`config.mk`:
```
export PLATFORM = sky130hd
export DESIGN_NAME = doorbell_irq_reg
export DESIGN_NICKNAME = d
export VERILOG_FILES = /design/src/rtl/doorbell_pkg.sv /design/src/rtl/doorbell_set_decode.sv /design/src/rtl/doorbell_cell.sv /design/src/rtl/doorbell_status_read.sv /design/src/rtl/doorbell_irq_reg.sv
export SDC_FILE = /design/constraint.sdc
export NUM_CORES = 1
export LEC_CHECK = 0
export ABC_AREA = 1
export BUFFER_PORTS_ARGS = -buffer_cell sky130_fd_sc_hd__buf_2
export CAP_MARGIN = 20
export CELL_PAD_IN_SITES_DETAIL_PLACEMENT = 1
export CELL_PAD_IN_SITES_GLOBAL_PLACEMENT = 1
export CORE_ASPECT_RATIO = 1.75
export CORE_MARGIN = 10
export CORE_UTILIZATION = 25
export DETAILED_ROUTE_END_ITERATION = 6
export PLACE_DENSITY = 0.87
export SLEW_MARGIN = 20
export SYNTH_ARGS = -nofsm -noshare
export SYNTH_HDL_FRONTEND = slang
export SYNTH_HIERARCHICAL = 1
export SYNTH_SLANG_ARGS = --single-unit
```
`constraint.sdc`:
```
create_clock -name clk -period 0.8 [get_ports clk]
set_input_delay 0.08 -clock clk [delete_from_list [all_inputs] [get_ports clk]]
set_output_delay 0.08 -clock clk [all_outputs]
set_load 0.02 [all_outputs]
```
`src/rtl/doorbell_pkg.sv`:
```
package doorbell_pkg;
  localparam int unsigned BELL_COUNT = 28;
  localparam int unsigned WORD_W     = 32;
endpackage

```
`src/rtl/doorbell_set_decode.sv`:
```
module doorbell_set_decode #(
  parameter int unsigned N_BELLS = doorbell_pkg::BELL_COUNT,
  parameter int unsigned REG_W   = doorbell_pkg::WORD_W
) (
  input  logic               wr_en,
  input  logic [REG_W-1:0]   wr_data,
  output logic [N_BELLS-1:0] set_vec
);
  // Only ones in the bell field ring; zeros and the upper field do nothing.
  for (genvar g = 0; g < N_BELLS; g++) begin : g_dec
    assign set_vec[g] = wr_en & wr_data[g];
  end
endmodule

```
`src/rtl/doorbell_cell.sv`:
```
module doorbell_cell (
  input  logic clk,
  input  logic rst_n,
  input  logic set_i,
  input  logic clr_i,
  output logic pend_o
);
  always_ff @(posedge clk or negedge rst_n) begin
    if (!rst_n)     pend_o <= 1'b0;
    else if (set_i) pend_o <= 1'b1;  // set beats acknowledge
    else if (clr_i) pend_o <= 1'b0;
  end

  p_set_fires_r2: assert property (@(posedge clk) disable iff (!rst_n)
    set_i |=> pend_o);
  p_set_wins_r5: assert property (@(posedge clk) disable iff (!rst_n)
    (set_i && clr_i) |=> pend_o);
  p_ack_clears_r4: assert property (@(posedge clk) disable iff (!rst_n)
    (clr_i && !set_i) |=> !pend_o);
  p_idle_holds_r3: assert property (@(posedge clk) disable iff (!rst_n)
    (!set_i && !clr_i) |=> $stable(pend_o));
endmodule

```
`src/rtl/doorbell_status_read.sv`:
```
module doorbell_status_read #(
  parameter int unsigned N_BELLS = doorbell_pkg::BELL_COUNT,
  parameter int unsigned REG_W   = doorbell_pkg::WORD_W
) (
  input  logic [N_BELLS-1:0] pend,
  output logic [REG_W-1:0]   word
);
  localparam int unsigned PAD_W = REG_W - N_BELLS;

  assign word[N_BELLS-1:0] = pend;
  if (PAD_W > 0) begin : g_pad
    assign word[REG_W-1:N_BELLS] = '0;
  end
endmodule

```
`src/rtl/doorbell_irq_reg.sv`:
```
module doorbell_irq_reg #(
  parameter int unsigned N_BELLS = doorbell_pkg::BELL_COUNT,
  parameter int unsigned REG_W   = doorbell_pkg::WORD_W
) (
  input  logic               clk,
  input  logic               rst_n,
  input  logic               wr_en,
  input  logic [REG_W-1:0]   wr_data,
  output logic [REG_W-1:0]   rd_data,
  input  logic [N_BELLS-1:0] ack,
  output logic [N_BELLS-1:0] irq
);
  localparam int unsigned PAD_W = REG_W - N_BELLS;

  logic [N_BELLS-1:0] set_vec;
  logic [N_BELLS-1:0] pend;

  doorbell_set_decode #(.N_BELLS(N_BELLS), .REG_W(REG_W)) u_dec (
    .wr_en   (wr_en),
    .wr_data (wr_data),
    .set_vec (set_vec)
  );

  for (genvar g = 0; g < N_BELLS; g++) begin : g_bell
    doorbell_cell u_cell (
      .clk    (clk),
      .rst_n  (rst_n),
      .set_i  (set_vec[g]),
      .clr_i  (ack[g]),
      .pend_o (pend[g])
    );
  end

  assign irq = pend;

  doorbell_status_read #(.N_BELLS(N_BELLS), .REG_W(REG_W)) u_rd (
    .pend (pend),
    .word (rd_data)
  );

  p_irq_matches_read_r6: assert property (@(posedge clk) disable iff (!rst_n)
    irq == rd_data[N_BELLS-1:0]);
  p_upper_zero_r7: assert property (@(posedge clk) disable iff (!rst_n)
    (wr_en && (wr_data[REG_W-1:REG_W-PAD_W] != '0)) |=> (rd_data[REG_W-1:REG_W-PAD_W] == '0));
  p_no_write_no_set_r8: assert property (@(posedge clk) disable iff (!rst_n)
    (!wr_en && (ack == '1)) |=> (irq == '0));
  p_reset_clear_r1: assert property (@(posedge clk)
    $rose(rst_n) |-> (irq == '0));
endmodule

```
==> impl_metrics.yaml <==
grt:
  grt_pass1_wl_um: 8670
  grt_overflow: 0
  grt_max_degree: 29
  antenna_found_initial: 1
  grt_pass1_vias: 1810
  track_usage_pct: 10.8
clock_tree:
  path_clk_slew_ns: 0.10
  numCtsBuffers: 3
  numClockSinks: 28
  cts_buffer_depth: 2
  clk_latency_ns: 0.27
  htreeDepth: 1
  cts_tree: "done"
  root_buffer: "clkbuf_8"
worst_setup_path:
  endpoint_kind: "output pin"
  cp.buffers_inverters: 1
  slowest_delay_ns: 0.42
  critPathMaxFanout: 3
  start_kind: "flip-flop"
  required_ns: 0.72
  worstPathArrival_ns: 0.87
  cp_slowest_cell: "dfrtp_1"
  critical_path_class: "reg -> out"
  crit_family: "flip-flops"
  path_cells: "buf_4"
floorplanning:
  core_area_um2: 6230
  dieArea_um2: 10200
  row_count: 38
  die_w_um: 80.6
  start_util_pct: 25.8
  io_pins: 123
  die_h_um: 126
final_layout:
  largest_register_ffs: 28
  regMostFlops: "g_bell.u_cell/pend_o"
  stdcell_count: 410
  top_regs: "g_bell.u_cell/pend_o: 28 flops"
  antennaDiodeCount: 0
  layout.nets: 394
  layout-area-overhead-vs-synth_pct: 54.0
  layout-drive-gt1-share_pct: 40.9
  postLayoutCellArea_um2: 2480
  n_fill_cell: 785
detailed_routing:
  avgViaCountPerCell: 3.86
  wl_per_cell_um: 13.9
  drt_iter0_drc: 30
  ant_nets: 0
  wl_um: 5710
  first_pass_iters: 3
  dr_total_vias: 1582
  drc: 0
flow_run:
  maxCapViolCount: 0
pwr:
  ir_drop_uv: 621
  fin_total_pwr_uw: 3940
  p_leak_uw: 0.00169
  power_density_nw_per_um2: 1590
run_status:
  violations: "setup timing"
  outcome: "finished with violations"
yosys:
  ys_seq_area_share_pct: 43.5
  ys_seq_elements: 28
  synthesis.area_um2: 1610
  netlist_instances: 232
  avgSynthCellArea_um2: 6.94
  ys_warn_count: 6
  yosys.cell_types.count: 6
sta:
  fin_setup_tns_ns: -7.35
  setup_ws_ns: -0.154
  hold_ws_ns: 0.0239
  max_freq_mhz: 1050
  setup_violations: 56
  hold_viol_final: 0
  finalClockSkew_ns: 0
  worstMarginPinSlew_ns: 0.512
  slew-limit-headroom_pct: 65.9
  layout_min_cycle_time_ns: 0.954
  finalCritPeriodShare_pct: 119
  drv_slew: 0
  rsz0062_at_grt: "true"
worst_hold_path:
  hold_class: "in -> reg"
placement:
  dp_hpwl_um: 4380
  post-place-cells: 395
  placed_area_um2: 2040
  portBuffers: 114
  routabilityCongestion: 0.742
cell usage after synthesis (all sizes together):
cell	n	area [um^2]
dfrtp	28	701
inv	84	315
nand2	84	315
buf	35	274
conb	1	3.75
power breakdown:
part           internal [uW]  switching (uW)
sequential              1540             146
clock                    440             442
combinational            661             705
path summary, 6_finish.rpt:
check	startpoint	end	slack, ns	cells past startpoint
max	g_bell[17].u_cell/pend_o	irq[17]	-0.15	1
min	ack[15]	g_bell[15].u_cell/pend_o	0.02	4
max reg2reg	g_bell[6].u_cell/pend_o	g_bell[6].u_cell/pend_o	0.01	3
min reg2reg	g_bell[15].u_cell/pend_o	g_bell[15].u_cell/pend_o	0.52	2
max in group asynchronous	rst_n	g_bell[25].u_cell/pend_o	0.34	3
min in group asynchronous	rst_n	g_bell[26].u_cell/pend_o	0.28	3
worst min-delay path, stage by stage:
cell and delay [ns]:
buf_2 0.08, inv_1 0.03, nand2_1 0.04, nand2_1 0.04
metal layers:
| layer | share of wire (%) | vias up | wire length [um] | track usage, % |
|---|---|---|---|---|
| met1 | 30 | 750 | 1690 | 8.72 |
| li1 | - | 768 | - | - |
| met4 | 2.0 | 0 | 114 | 3.96 |
| met5 | 0 | - | 0 | 0 |
| met3 | 6.9 | 6 | 392 | 2.64 |
| met2 | 62 | 58 | 3520 | 22.7 |
cell families (layout without fill, tap and decap cells):
logic type	count (synthesis)	after routing	share of synthesized area (%)
simple gates	84	84	19.6
flops	28	28	43.5
buf+inv	119	214	36.6
other cells	1	4	0.233
per-stage QoR:
stage / setup WS [ns] / util (%)
2_1_floorplan: 0.0938 / -
3_3_place_gp: -0.0465 / 32.7
3_5_place_dp: -0.0965 / 32.7
4_1_cts: -0.164 / 38.4
5_1_grt: -0.197 / 39.8
6_report: -0.154 / 39.8
cell usage in the layout, fill, tap and decap left out:
cell	instances
buf_12	1
inv_1	84
buf_2	66
clkbuf_8	4
buf_4	13
conb_1	4
buf_6	45
dfrtp_1	26
nand2_2	4
dlygate4sd3_1	1
nand2_1	80
dfrtp_2	2
final cells by class:
class | instances | area (um^2) | area share, %
multi-input combinational | 88 | 340 | 13.7
inverter | 84 | 315 | 12.7
timing repair buffer | 126 | 965 | 38.9
tap | 80 | 100 | 4.04
sequential | 28 | 703 | 28.4
clock buffer | 4 | 55.1 | 2.22
timing repair:
item,CTS,global route
gates resized for setup,82,17
endpoints found under the hold margin,28,0
pin swaps,0,3
hold buffers,1,0
setup buffers,5,5
endpoints found under the setup margin,56,61
No activity file was read; power rests on OpenSTA's default activity.
